[src/rtl/ifx_pkg.sv]
package ifx_pkg;

  typedef enum logic [2:0] {
    FLT_NONE  = 3'd0,
    FLT_ACV   = 3'd1,
    FLT_MISS  = 3'd2,
    FLT_MCHK  = 3'd3,
    FLT_UNIMP = 3'd4
  } ifx_fault_e;

  typedef enum logic [1:0] {
    MODE_KERN = 2'd0,
    MODE_EXEC = 2'd1,
    MODE_SUPV = 2'd2,
    MODE_USER = 2'd3
  } ifx_mode_e;

  // ones in bits n-1:0
  function automatic logic [63:0] low_ones(input int unsigned n);
    logic [63:0] m;
    m = '0;
    for (int i = 0; i < 64; i++) if (i < n) m[i] = 1'b1;
    return m;
  endfunction

  // marker-bit fetch: drop the two low bits, keep implemented width
  function automatic logic [63:0] marker_addr(input logic [63:0] va, input int unsigned pa_bits);
    return va & ~64'd3 & low_ones(pa_bits);
  endfunction

  // direct window: replicate ext bit upward or truncate below it
  function automatic logic [63:0] window_addr(input logic [63:0] va, input int unsigned pa_bits,
                                              input int unsigned ext);
    logic [63:0] base;
    base = va & low_ones(pa_bits);
    if (base[ext]) return base | (low_ones(pa_bits) & ~low_ones(ext));
    return base & low_ones(ext);
  endfunction

  // mapped page: frame shifted by page size plus word-aligned offset
  function automatic logic [63:0] page_addr(input logic [63:0] frame, input logic [63:0] off,
                                            input int unsigned shift);
    return (frame << shift) | (off & ~64'd3);
  endfunction

  // uncached fixup: clear bits pa_bits-2 .. lo
  function automatic logic [63:0] uc_strip(input logic [63:0] pa, input int unsigned pa_bits,
                                           input int unsigned lo);
    return pa & ~(low_ones(pa_bits - 1) & ~low_ones(lo));
  endfunction

endpackage

[src/rtl/ifx_region.sv]
module ifx_region
  import ifx_pkg::*;
#(
  parameter int VA_IMPL    = 48,
  parameter int PA_IMPL    = 44,
  parameter logic [6:0] SP_TAG = 7'h7E,
  parameter int SP_EXT_BIT = 40
) (
  input  logic [63:0] va,
  output logic        is_marker,
  output logic        is_canon,
  output logic        is_window,
  output logic [63:0] marker_pa,
  output logic [63:0] window_pa
);
  localparam int TAG_HI = VA_IMPL - 1;
  localparam int TAG_LO = VA_IMPL - 7;

  always_comb begin
    is_marker = va[0];
    is_canon  = (&va[63:VA_IMPL-1]) | ~(|va[63:VA_IMPL-1]);
    is_window = (va[TAG_HI:TAG_LO] == SP_TAG);
    marker_pa = marker_addr(va, PA_IMPL);
    window_pa = window_addr(va, PA_IMPL, SP_EXT_BIT);
  end
endmodule

[src/rtl/ifx_tlbpath.sv]
module ifx_tlbpath
  import ifx_pkg::*;
#(
  parameter int PAGE_SHIFT = 13,
  parameter int PPN_W      = 32,
  parameter int MODE_W     = 2
) (
  input  logic [PAGE_SHIFT-1:0]    off,
  input  logic [MODE_W-1:0]        mode,
  input  logic [PPN_W-1:0]         ppn,
  input  logic [(1<<MODE_W)-1:0]   xre,
  output logic [63:0]              page_pa,
  output logic                     perm_ok
);
  always_comb begin
    page_pa = page_addr({{(64-PPN_W){1'b0}}, ppn}, {{(64-PAGE_SHIFT){1'b0}}, off}, PAGE_SHIFT);
    perm_ok = xre[mode];
  end
endmodule

[src/rtl/ifx_finish.sv]
module ifx_finish
  import ifx_pkg::*;
#(
  parameter int PA_IMPL   = 44,
  parameter int UC_CLR_LO = 35,
  parameter int IPR_HI    = 39,
  parameter int IPR_LO    = 32
) (
  input  logic [63:0]        raw,
  output logic               out_of_range,
  output logic               uncached,
  output logic               in_ipr,
  output logic [PA_IMPL-1:0] pa_out
);
  always_comb begin
    out_of_range = |(raw & ~low_ones(PA_IMPL));
    uncached     = raw[PA_IMPL-1];
    in_ipr       = &raw[IPR_HI:IPR_LO];
    pa_out       = PA_IMPL'(uncached ? uc_strip(raw, PA_IMPL, UC_CLR_LO) : raw);
  end
endmodule

[src/rtl/ifx_counters.sv]
module ifx_counters #(
  parameter int CNT_W = 16,
  parameter int N     = 3
) (
  input  logic                clk,
  input  logic                rst_n,
  input  logic [N-1:0]        inc,
  output logic [N*CNT_W-1:0]  count
);
  for (genvar g = 0; g < N; g++) begin : g_cnt
    logic [CNT_W-1:0] c;
    always_ff @(posedge clk) begin
      if (!rst_n)      c <= '0;
      else if (inc[g]) c <= c + CNT_W'(1);
    end
    assign count[g*CNT_W +: CNT_W] = c;
  end
endmodule

[src/rtl/ifx_xlate.sv]
module ifx_xlate
  import ifx_pkg::*;
#(
  parameter int VA_IMPL     = 48,
  parameter int PA_IMPL     = 44,
  parameter int PAGE_SHIFT  = 13,
  parameter int PPN_W       = 32,
  parameter int ASN_W       = 8,
  parameter int MODE_W      = 2,
  parameter int CNT_W       = 16,
  parameter logic [6:0] SP_TAG = 7'h7E,
  parameter int SP_EXT_BIT  = 40,
  parameter int UC_CLR_LO   = 35,
  parameter int IPR_HI      = 39,
  parameter int IPR_LO      = 32,
  parameter bit EN_COUNTERS = 1'b1
) (
  input  logic                          clk,
  input  logic                          rst_n,
  input  logic                          req_valid,
  input  logic [63:0]                   req_va,
  input  logic                          req_phys,
  input  logic [MODE_W-1:0]             req_mode,
  input  logic [ASN_W-1:0]              req_asn,
  output logic [VA_IMPL-PAGE_SHIFT-1:0] tlb_vpn,
  output logic [ASN_W-1:0]              tlb_asn,
  input  logic                          tlb_hit,
  input  logic [PPN_W-1:0]              tlb_ppn,
  input  logic [(1<<MODE_W)-1:0]        tlb_xre,
  output logic                          rsp_valid,
  output logic [PA_IMPL-1:0]            rsp_pa,
  output logic                          rsp_uncache,
  output logic [2:0]                    rsp_fault,
  output logic [CNT_W-1:0]              cnt_hit,
  output logic [CNT_W-1:0]              cnt_miss,
  output logic [CNT_W-1:0]              cnt_acv
);
  localparam int N_CNT = 3;

  // region decode
  logic        ev_marker, va_canon, va_window;
  logic [63:0] marker_pa, window_pa;

  ifx_region #(
    .VA_IMPL(VA_IMPL), .PA_IMPL(PA_IMPL), .SP_TAG(SP_TAG), .SP_EXT_BIT(SP_EXT_BIT)
  ) u_region (
    .va(req_va), .is_marker(ev_marker), .is_canon(va_canon), .is_window(va_window),
    .marker_pa(marker_pa), .window_pa(window_pa)
  );

  // buffer request and page path
  assign tlb_vpn = req_va[VA_IMPL-1:PAGE_SHIFT];
  assign tlb_asn = req_asn;

  logic [63:0] page_pa;
  logic        page_perm_ok;

  ifx_tlbpath #(.PAGE_SHIFT(PAGE_SHIFT), .PPN_W(PPN_W), .MODE_W(MODE_W)) u_page (
    .off(req_va[PAGE_SHIFT-1:0]), .mode(req_mode), .ppn(tlb_ppn), .xre(tlb_xre),
    .page_pa(page_pa), .perm_ok(page_perm_ok)
  );

  // priority chain up to the candidate address
  logic [63:0] raw_pa;
  ifx_fault_e  early_fault;
  logic        ev_badva, ev_winacc, ev_win_deny, ev_miss, ev_perm_deny, ev_hit, ev_acv;

  always_comb begin
    raw_pa       = '0;
    early_fault  = FLT_NONE;
    ev_badva     = 1'b0;
    ev_winacc    = 1'b0;
    ev_win_deny  = 1'b0;
    ev_miss      = 1'b0;
    ev_perm_deny = 1'b0;
    ev_hit       = 1'b0;
    if (ev_marker) begin
      raw_pa = marker_pa;
      ev_hit = 1'b1;
    end else if (req_phys) begin
      raw_pa = req_va;
    end else if (!va_canon) begin
      ev_badva    = 1'b1;
      early_fault = FLT_ACV;
    end else if (va_window) begin
      ev_winacc = 1'b1;
      if (req_mode != MODE_W'(MODE_KERN)) begin
        ev_win_deny = 1'b1;
        early_fault = FLT_ACV;
      end else begin
        raw_pa = window_pa;
      end
    end else if (!tlb_hit) begin
      ev_miss     = 1'b1;
      early_fault = FLT_MISS;
    end else if (!page_perm_ok) begin
      ev_perm_deny = 1'b1;
      early_fault  = FLT_ACV;
    end else begin
      raw_pa = page_pa;
      ev_hit = 1'b1;
    end
  end

  assign ev_acv = ev_badva | ev_win_deny | ev_perm_deny;

  // range and cacheability
  logic               ev_range, pa_uncached, pa_in_ipr;
  logic [PA_IMPL-1:0] fin_pa;

  ifx_finish #(
    .PA_IMPL(PA_IMPL), .UC_CLR_LO(UC_CLR_LO), .IPR_HI(IPR_HI), .IPR_LO(IPR_LO)
  ) u_finish (
    .raw(raw_pa), .out_of_range(ev_range), .uncached(pa_uncached), .in_ipr(pa_in_ipr),
    .pa_out(fin_pa)
  );

  ifx_fault_e         nxt_fault;
  logic [PA_IMPL-1:0] nxt_pa;
  logic               nxt_uc;

  always_comb begin
    nxt_fault = early_fault;
    nxt_pa    = '0;
    nxt_uc    = 1'b0;
    if (early_fault == FLT_NONE) begin
      if (ev_range) begin
        nxt_fault = FLT_MCHK;
      end else if (pa_uncached && pa_in_ipr) begin
        nxt_fault = FLT_UNIMP;
      end else begin
        nxt_pa = fin_pa;
        nxt_uc = pa_uncached;
      end
    end
  end

  // output stage
  always_ff @(posedge clk) begin
    if (!rst_n) begin
      rsp_valid   <= 1'b0;
      rsp_pa      <= '0;
      rsp_uncache <= 1'b0;
      rsp_fault   <= FLT_NONE;
    end else begin
      rsp_valid   <= req_valid;
      rsp_pa      <= req_valid ? nxt_pa : '0;
      rsp_uncache <= req_valid & nxt_uc;
      rsp_fault   <= req_valid ? nxt_fault : FLT_NONE;
    end
  end

  // event counters
  if (EN_COUNTERS) begin : g_counters
    logic [N_CNT*CNT_W-1:0] cnt_bus;
    ifx_counters #(.CNT_W(CNT_W), .N(N_CNT)) u_cnt (
      .clk(clk), .rst_n(rst_n),
      .inc({req_valid & ev_acv, req_valid & ev_miss, req_valid & ev_hit}),
      .count(cnt_bus)
    );
    assign cnt_hit  = cnt_bus[0*CNT_W +: CNT_W];
    assign cnt_miss = cnt_bus[1*CNT_W +: CNT_W];
    assign cnt_acv  = cnt_bus[2*CNT_W +: CNT_W];
  end else begin : g_no_counters
    assign cnt_hit  = '0;
    assign cnt_miss = '0;
    assign cnt_acv  = '0;
  end
endmodule

[config.mk]
export PLATFORM = sky130hd
export DESIGN_NAME = ifx_xlate
export DESIGN_NICKNAME = d
export VERILOG_FILES = /design/src/rtl/ifx_pkg.sv /design/src/rtl/ifx_region.sv /design/src/rtl/ifx_tlbpath.sv /design/src/rtl/ifx_finish.sv /design/src/rtl/ifx_counters.sv /design/src/rtl/ifx_xlate.sv
export SDC_FILE = /design/constraint.sdc
export NUM_CORES = 1
export LEC_CHECK = 0
export CORE_UTILIZATION = 30
export CTS_BUF_LIST = sky130_fd_sc_hd__clkbuf_8 sky130_fd_sc_hd__clkbuf_16
export DETAILED_ROUTE_END_ITERATION = 8
export PLACE_DENSITY_LB_ADDON = 0.3
export SLEW_MARGIN = 25
export SYNTH_ARGS = -nofsm -noshare
export SYNTH_HDL_FRONTEND = slang
export SYNTH_SLANG_ARGS = --single-unit
export TNS_END_PERCENT = 10
[constraint.sdc]
create_clock -name clk -period 2.65 [get_ports clk]
set_clock_uncertainty 0.15 [all_clocks]
set_input_delay 0.265 -clock clk [delete_from_list [all_inputs] [get_ports clk]]
set_output_delay 0.265 -clock clk [all_outputs]
set_load 0.01 [all_outputs]
Word level (Yosys, flattened, before mapping)
Cells that the tools add are included.
{ "totals": {"ff_bits": 97, "latchBits": 0, "ramBits": 0, "mem_bits_ro": 0, "n_memories": 0} }
{ "op_classes": {"add_sub_neg": 3, "n_mul": 0, "n_div": 0, "n_lt_le_gt_ge": 1, "n_eq_ne": 1, "n_shift": 0, "muxes": 53, "bitwise_logic": 16, "n_reduce_logical": 10} }
{ "op_table": {"columns": ["cell", "n"], "rows": [
  ["$mux 64", 9],
  ["$and 44x64->64", 1],
  ["$not 40->64", 1],
  ["$or 44x64->64", 1],
  ["$add 16x1->16 const B", 3],
  ["$or 45x13->45", 1],
  ["$and 44x40->44", 1],
  ["$mux 44", 1],
  ["$mux 1", 34],
  ["$reduce_or 25->1", 1],
  ["$reduce_or 24->1", 1],
  ["$mux 3", 7],
  ["$reduce_or 20->1", 1],
  ["$reduce_and 17->1", 1],
  ["$reduce_or 17->1", 1],
  ["$reduce_and 8->1", 1],
  ["$eq 7x7->1 const B", 1],
  ["$and 1x1->1", 4],
  ["$not 1->1", 4],
  ["$logic_not 3->1", 1],
  ["$lt 2x3->1 const B", 1],
  ["$or 1x1->1", 3],
  ["$bmux 1 s2", 1],
  ["$mux 2", 1],
  ["other kinds (3)", 3]
]} }

Longest topological paths before layout
{ "logic_depth": {"word_depth": 17, "ltp_mapped": 10, "mapped_depth_nobuf": 7} }

Modules after synthesis
A second synthesis with hierarchy kept.
{ "hier_totals": {"cells_unflattened": 1014, "area_unflattened_um2": 8234.1} }
{ "modules_own_cells": {"columns": ["module", "instances", "cells_per_inst", "area_each_um2"], "rows": [
  ["ifx_xlate", 1, 515, 4077.7],
  ["ifx_counters", 1, 233, 2174.6],
  ["ifx_region", 1, 145, 1088.5],
  ["ifx_tlbpath", 1, 66, 506.7],
  ["ifx_finish", 1, 55, 386.6]
]} }

Worst setup path after synthesis
OpenSTA, ideal clock, no wires.
{ "synth_timing": {"path_kind": "input -> register", "startpoint": "in req_va[51]", "endpoint": "reg rsp_pa[10]", "arrival_ns": 2.532, "required_time_ns": 2.377, "slack_ns": -0.154, "stages": 9, "path_cell_list": "or4_4 or3_1 buf_2 a211oi_4 buf_6 a21oi_2 nor4_4 buf_6 a21oi_2"} }
{ "synth_between": {"elab_chain_cells": 9, "elab_cells_between_ends": 16, "cone_classes": "mux: 7; bitwise: 3; reduce/logical: 6"} }
{ "synth_rtl": {"columns": ["element", "line", "text"], "rows": [
  ["from (decl)", "ifx_xlate.sv:21", "input logic [63:0] req_va,"],
  ["$reduce_or 17->1", "ifx_region.sv:21", "is_canon = (&va[63:VA_IMPL-1]) | ~(|va[63:VA_IMPL-1]);"],
  ["$not 1->1", "ifx_region.sv:21", null],
  ["$or 1x1->1", "ifx_region.sv:21", null],
  ["$mux 64 / $mux 3 (equally long branches)", "ifx_xlate.sv:82", "end else if (!va_canon) begin"],
  ["$mux 64 / $mux 3 (equally long branches)", "ifx_xlate.sv:80", "end else if (req_phys) begin"],
  ["$mux 64 / $mux 3 (equally long branches)", "ifx_xlate.sv:77", "if (ev_marker) begin"],
  ["$reduce_and 8->1 / $logic_not 3->1 (equally long branches)", "ifx_finish.sv:18, ifx_xlate.sv:126", null],
  ["$logic_and 1x1->1 / $not 1->1 (equally long branches)", null, null],
  ["$reduce_or 24->1 (no source line)", null, null],
  ["to (signal assigned)", "ifx_xlate.sv:147", "rsp_pa <= req_valid ? nxt_pa : '0;"],
  ["to (decl)", "ifx_xlate.sv:31", "output logic [PA_IMPL-1:0] rsp_pa,"]
]} }
Several ways; a longest one is shown, not always the timed one.
A chain may end at the register's enable or synchronous reset.

Worst setup path in the final report
{ "layout_timing": {"startpoint": "in req_va[63]", "endpoint": "reg rsp_pa[27]"} }
The elaborated chain is that of the path after synthesis.

==> impl_summary.log <==
[metrics] outcome: complete, no violations
[metrics] relative contribution of combinational cells to total power: 0.163
[metrics] endpoint required time on the critical path: 2.74 ns
[metrics] final antenna diode count: 0
[metrics] antenna violations before repair: 0
[metrics] Die Outline Area: approximately 0.017 sq mm
[metrics] vertical extent of the die: approximately 130 microns
[metrics] leakage power total: 3.09 nW
[metrics] Ports: 255
[metrics] Layout Utilization: 0.512
[metrics] maximum number of pins on one net before global-route repair: 38
[metrics] per-cell via count in the routed design: about 4.9
[metrics] part of the Yosys area used for sequential elements: 0.378
[metrics] P&R area growth vs syn: 66.9%
[metrics] clock group share of total power: 0.393
[metrics] total grt overflow: 0
[metrics] maximum ir drop on the vdd rail: roughly 0.37 mV
[metrics] post-route cell area: about 0.0085 sq mm
[metrics] areal power density over the cells: approximately 390 mW/mm^2
[metrics] number of clock sinks: 96
[metrics] type of element launching the critical path: input pin
[metrics] Pins Over Slew Limit: 0
[metrics] clk_lat worst skew: between 0.3 and 0.4 ns
[metrics] Syn. warnings: 0
[metrics] RSZ-0062 raised after global routing: yes
[metrics] number of flops mapped to enable cells by yosys: 0
[metrics] detailed-route via count: between 5000 and 6000
[metrics] die width: between 100 and 150 microns
[metrics] PnR Total Power: approximately 3.3 mW
[metrics] distinct cell type count of the synthesized netlist: 52
[metrics] delay of the slowest cell on the worst path: 0.53 ns
[metrics] most numerous cell on the critical path: buf_6
[metrics] vias in the first global route: just under 5000
[metrics] crit path time final: approximately 2.6 ns
[metrics] critical path arrival: around 2.7 ns
[metrics] Post-DP HPWL: about 12000 microns
[metrics] CORE AREA: between 0.015 and 0.02 sq mm
[metrics] number of design rule violations left after detail routing: 0
[metrics] clock-pin slew of the registers on the worst-case setup and hold paths: 0.07 ns
[metrics] ys async rst share: 0
[metrics] Maximum Capacitance Violations: 0
[metrics] total wire length: approximately 17000 microns
[metrics] list of most frequent post-synthesis cells: dfxtp_1, nor2_1, buf_4
[metrics] type of the worst setup path: in2reg
[metrics] share of Yosys cell area claimed by the top area cell type: 0.378
[metrics] Yosys reg bits: 96
[metrics] count of H-tree levels built during CTS: 3
[metrics] cell-by-cell trace of the critical path: buf_6, or4_4, or3_4, buf_6, a2111oi_4, o22ai_2, nor4_4, buf_6, clkbuf_16, a21oi_2
[metrics] fill cell total of the finished layout: 1609
[metrics] count of final setup violators: 0
[metrics] Worst Setup End Kind: flip-flop
[metrics] number of instances in the synthesized netlist: 593
[metrics] Mapped Avg Cell Area: around 8.6 sq um
[metrics] net count of the mapped netlist: between 700 and 800
[metrics] number of buffers inserted during clock tree synthesis: 9
[metrics] DRT iter0 DRCs: 207
[metrics] Area contributors post-synth: dfxtp_1, buf_4, a21oi_2
[metrics] layout cell share with drive strength beyond 1: 0.198
[metrics] fraction of power spent switching nets: 0.262
[metrics] cell with the most instances after synthesis: dfxtp_1
[metrics] Slowest-stage cell, CP: or4_4
[metrics] placed cell areas: ~0.0079 sq mm
[metrics] global-route wire length before repair: ~26000 microns
[metrics] number of buffers inserted for hold repair after clock tree synthesis: 0
[metrics] count of nets left with antenna violations after detail routing: 0
[metrics] Net count, final: around 960
[metrics] largest driver fanout on the critical path: 7
[metrics] Pint: ~2.4 mW
[metrics] CTS root buf: clkbuf_16
[metrics] Worst-Margin Slew: between 0.5 and 0.6 ns
[metrics] number of placement rows: 47
[metrics] weighted congestion at the end of routability-driven global placement: slightly below 0.9
[metrics] post-synthesis cell area: 0.00508 sq mm
[metrics] post-synth top area cell: dfxtp_1
[metrics] final hold violations: 0
[metrics] total iterations of the first detailed-routing run: 4
[metrics] Avg WL per Cell: between 15 and 20 microns
[metrics] path type of the worst min-delay path: in2reg
[metrics] sequential cell fraction of total power: 0.445
[metrics] initial standard-cell utilization of the core: 0.306
[metrics] global routing usage summed across all routing layers: 0.187
[metrics] worst-case clock buffer depth: 2
[metrics] reported net switching power: roughly 0.87 mW
[metrics] clock tree from TritonCTS: yes
[metrics] portion of the clock cycle consumed by the worst path in the final layout: 0.999
[metrics] maximum clock frequency: 0.378 GHz
[metrics] most used flip-flop cell after synthesis: dfxtp_1
[metrics] Port-buffer cells: 237
[metrics] worst-case headroom to the max-slew limit: 0.641
[power groups by stage]
stage	logic (mW)	clock network, mW	registers (mW)
final	0.539	1.30	1.47
after global routing	0.574	1.43	1.48
after CTS	0.531	1.35	1.47
after detailed placement	0.523	0	1.51
after global placement	0.524	0	1.51
after floorplan	0.202	0	1.52
[worst max-delay path: cells and delay by family]
family / cells / cell delay [ns]
buf+inv: 4 / 0.60
simple gates: 3 / 1.26
compound gates: 3 / 0.59
[registers in the layout, indices dropped and copies added (netlist names)]
| register | cells |
|---|---|
| rsp_pa | 43 |
| rsp_uncache | 1 |
| rsp_fault | 3 |
| rsp_valid | 1 |
| g_counters.u_cnt.g_cnt.c | 48 |
[layout make-up]
cell class / instances / area, sq um / area share
clock buffer: 9 / 225 / 0.0265
clock inverter: 7 / 73.8 / 0.00870
inverter: 9 / 33.8 / 0.00398
multi-input combinational: 407 / 2770 / 0.327
sequential: 96 / 1920 / 0.227
tap: 220 / 275 / 0.0324
timing repair buffer: 321 / 3180 / 0.375
[final timing paths]
kind	start	endpoint	slack [ns]	depth (start not counted)
max reg2reg	g_counters.u_cnt.g_cnt[2].c[4]$_SDFFE_PN0P_	g_counters.u_cnt.g_cnt[2].c[15]$_SDFFE_PN0P_	0.48	7
min	req_va[3]	rsp_pa[3]$_SDFF_PP0_	0.32	3
max	req_va[63]	rsp_pa[27]$_SDFF_PP0_	0.003	10
min reg2reg	g_counters.u_cnt.g_cnt[0].c[15]$_SDFFE_PN0P_	g_counters.u_cnt.g_cnt[0].c[15]$_SDFFE_PN0P_	0.34	2
[placed cells by master (no fill, tap or decap), types with 3 or more instances in the layout]
cell type / instances
a21boi_0: 22
a21oi_1: 31
a21oi_2: 37
a22oi_1: 4
and2_1: 23
and3_1: 8
and4_1: 4
buf_12: 7
buf_4: 64
buf_6: 10
clkbuf_16: 11
clkbuf_2: 5
clkdlybuf4s50_1: 219
dfxtp_1: 96
dlymetal6s2s_1: 12
ha_1: 3
inv_1: 9
inv_8: 3
mux2i_1: 5
nand2_1: 23
nand2b_1: 7
nand3_1: 23
nand4_1: 19
nor2_1: 50
nor3_1: 8
nor4_1: 10
nor4_4: 3
o211ai_1: 25
o21ai_0: 14
o21ai_1: 3
o22ai_2: 3
or3_1: 13
or4_1: 3
xnor2_1: 16
xor2_1: 13
[through the flow]
| stage | hold slack (ns) | TNS [ns] | std cells | setup slack, ns |
|---|---|---|---|---|
| 2_1_floorplan | 0.254 | -3.54 | 593 | -0.117 |
| 3_5_place_dp | 0.327 | -49.36 | 1038 | -0.778 |
| 3_3_place_gp | 0.320 | -46.59 | 1038 | -0.725 |
| 4_1_cts | 0.305 | -0.196 | 1061 | -0.0384 |
| 5_1_grt | 0.328 | -1.96 | 1069 | -0.0739 |
| 6_report | 0.316 | 0 | 1069 | 0.00286 |
[per-layer routing]
metal / track usage / share of wire
met1: 0.228 / 0.42
met4: 0.0484 / 0.012
met3: 0.0534 / 0.065
met2: 0.320 / 0.50
met5: 0 / 0
[repair_timing]
item / 4_1_cts / 5_1_grt
setup buffers: 4 / 5
gates resized for setup: 21 / 42
pin swaps: 14 / 17
hold endpoints to repair: 0 / 0
cloned: 3 / 3
setup endpoints to repair: 61 / 76
[logic make-up (layout without fill, tap and decap cells)]
logic type / after synthesis / count (layout) / synth area share
AOI/OAI and AO/OA: 159 / 159 / 0.223
xor gates and xnor gates: 29 / 29 / 0.0500
adders and majority gates: 3 / 3 / 0.00739
buffers and inverters: 90 / 346 / 0.106
DFF: 96 / 96 / 0.378
muxes: 5 / 5 / 0.00985
other: 1 / 1 / 0.000738
and+or+nand+nor: 210 / 210 / 0.225
No activity file was read; power rests on OpenSTA's default activity.
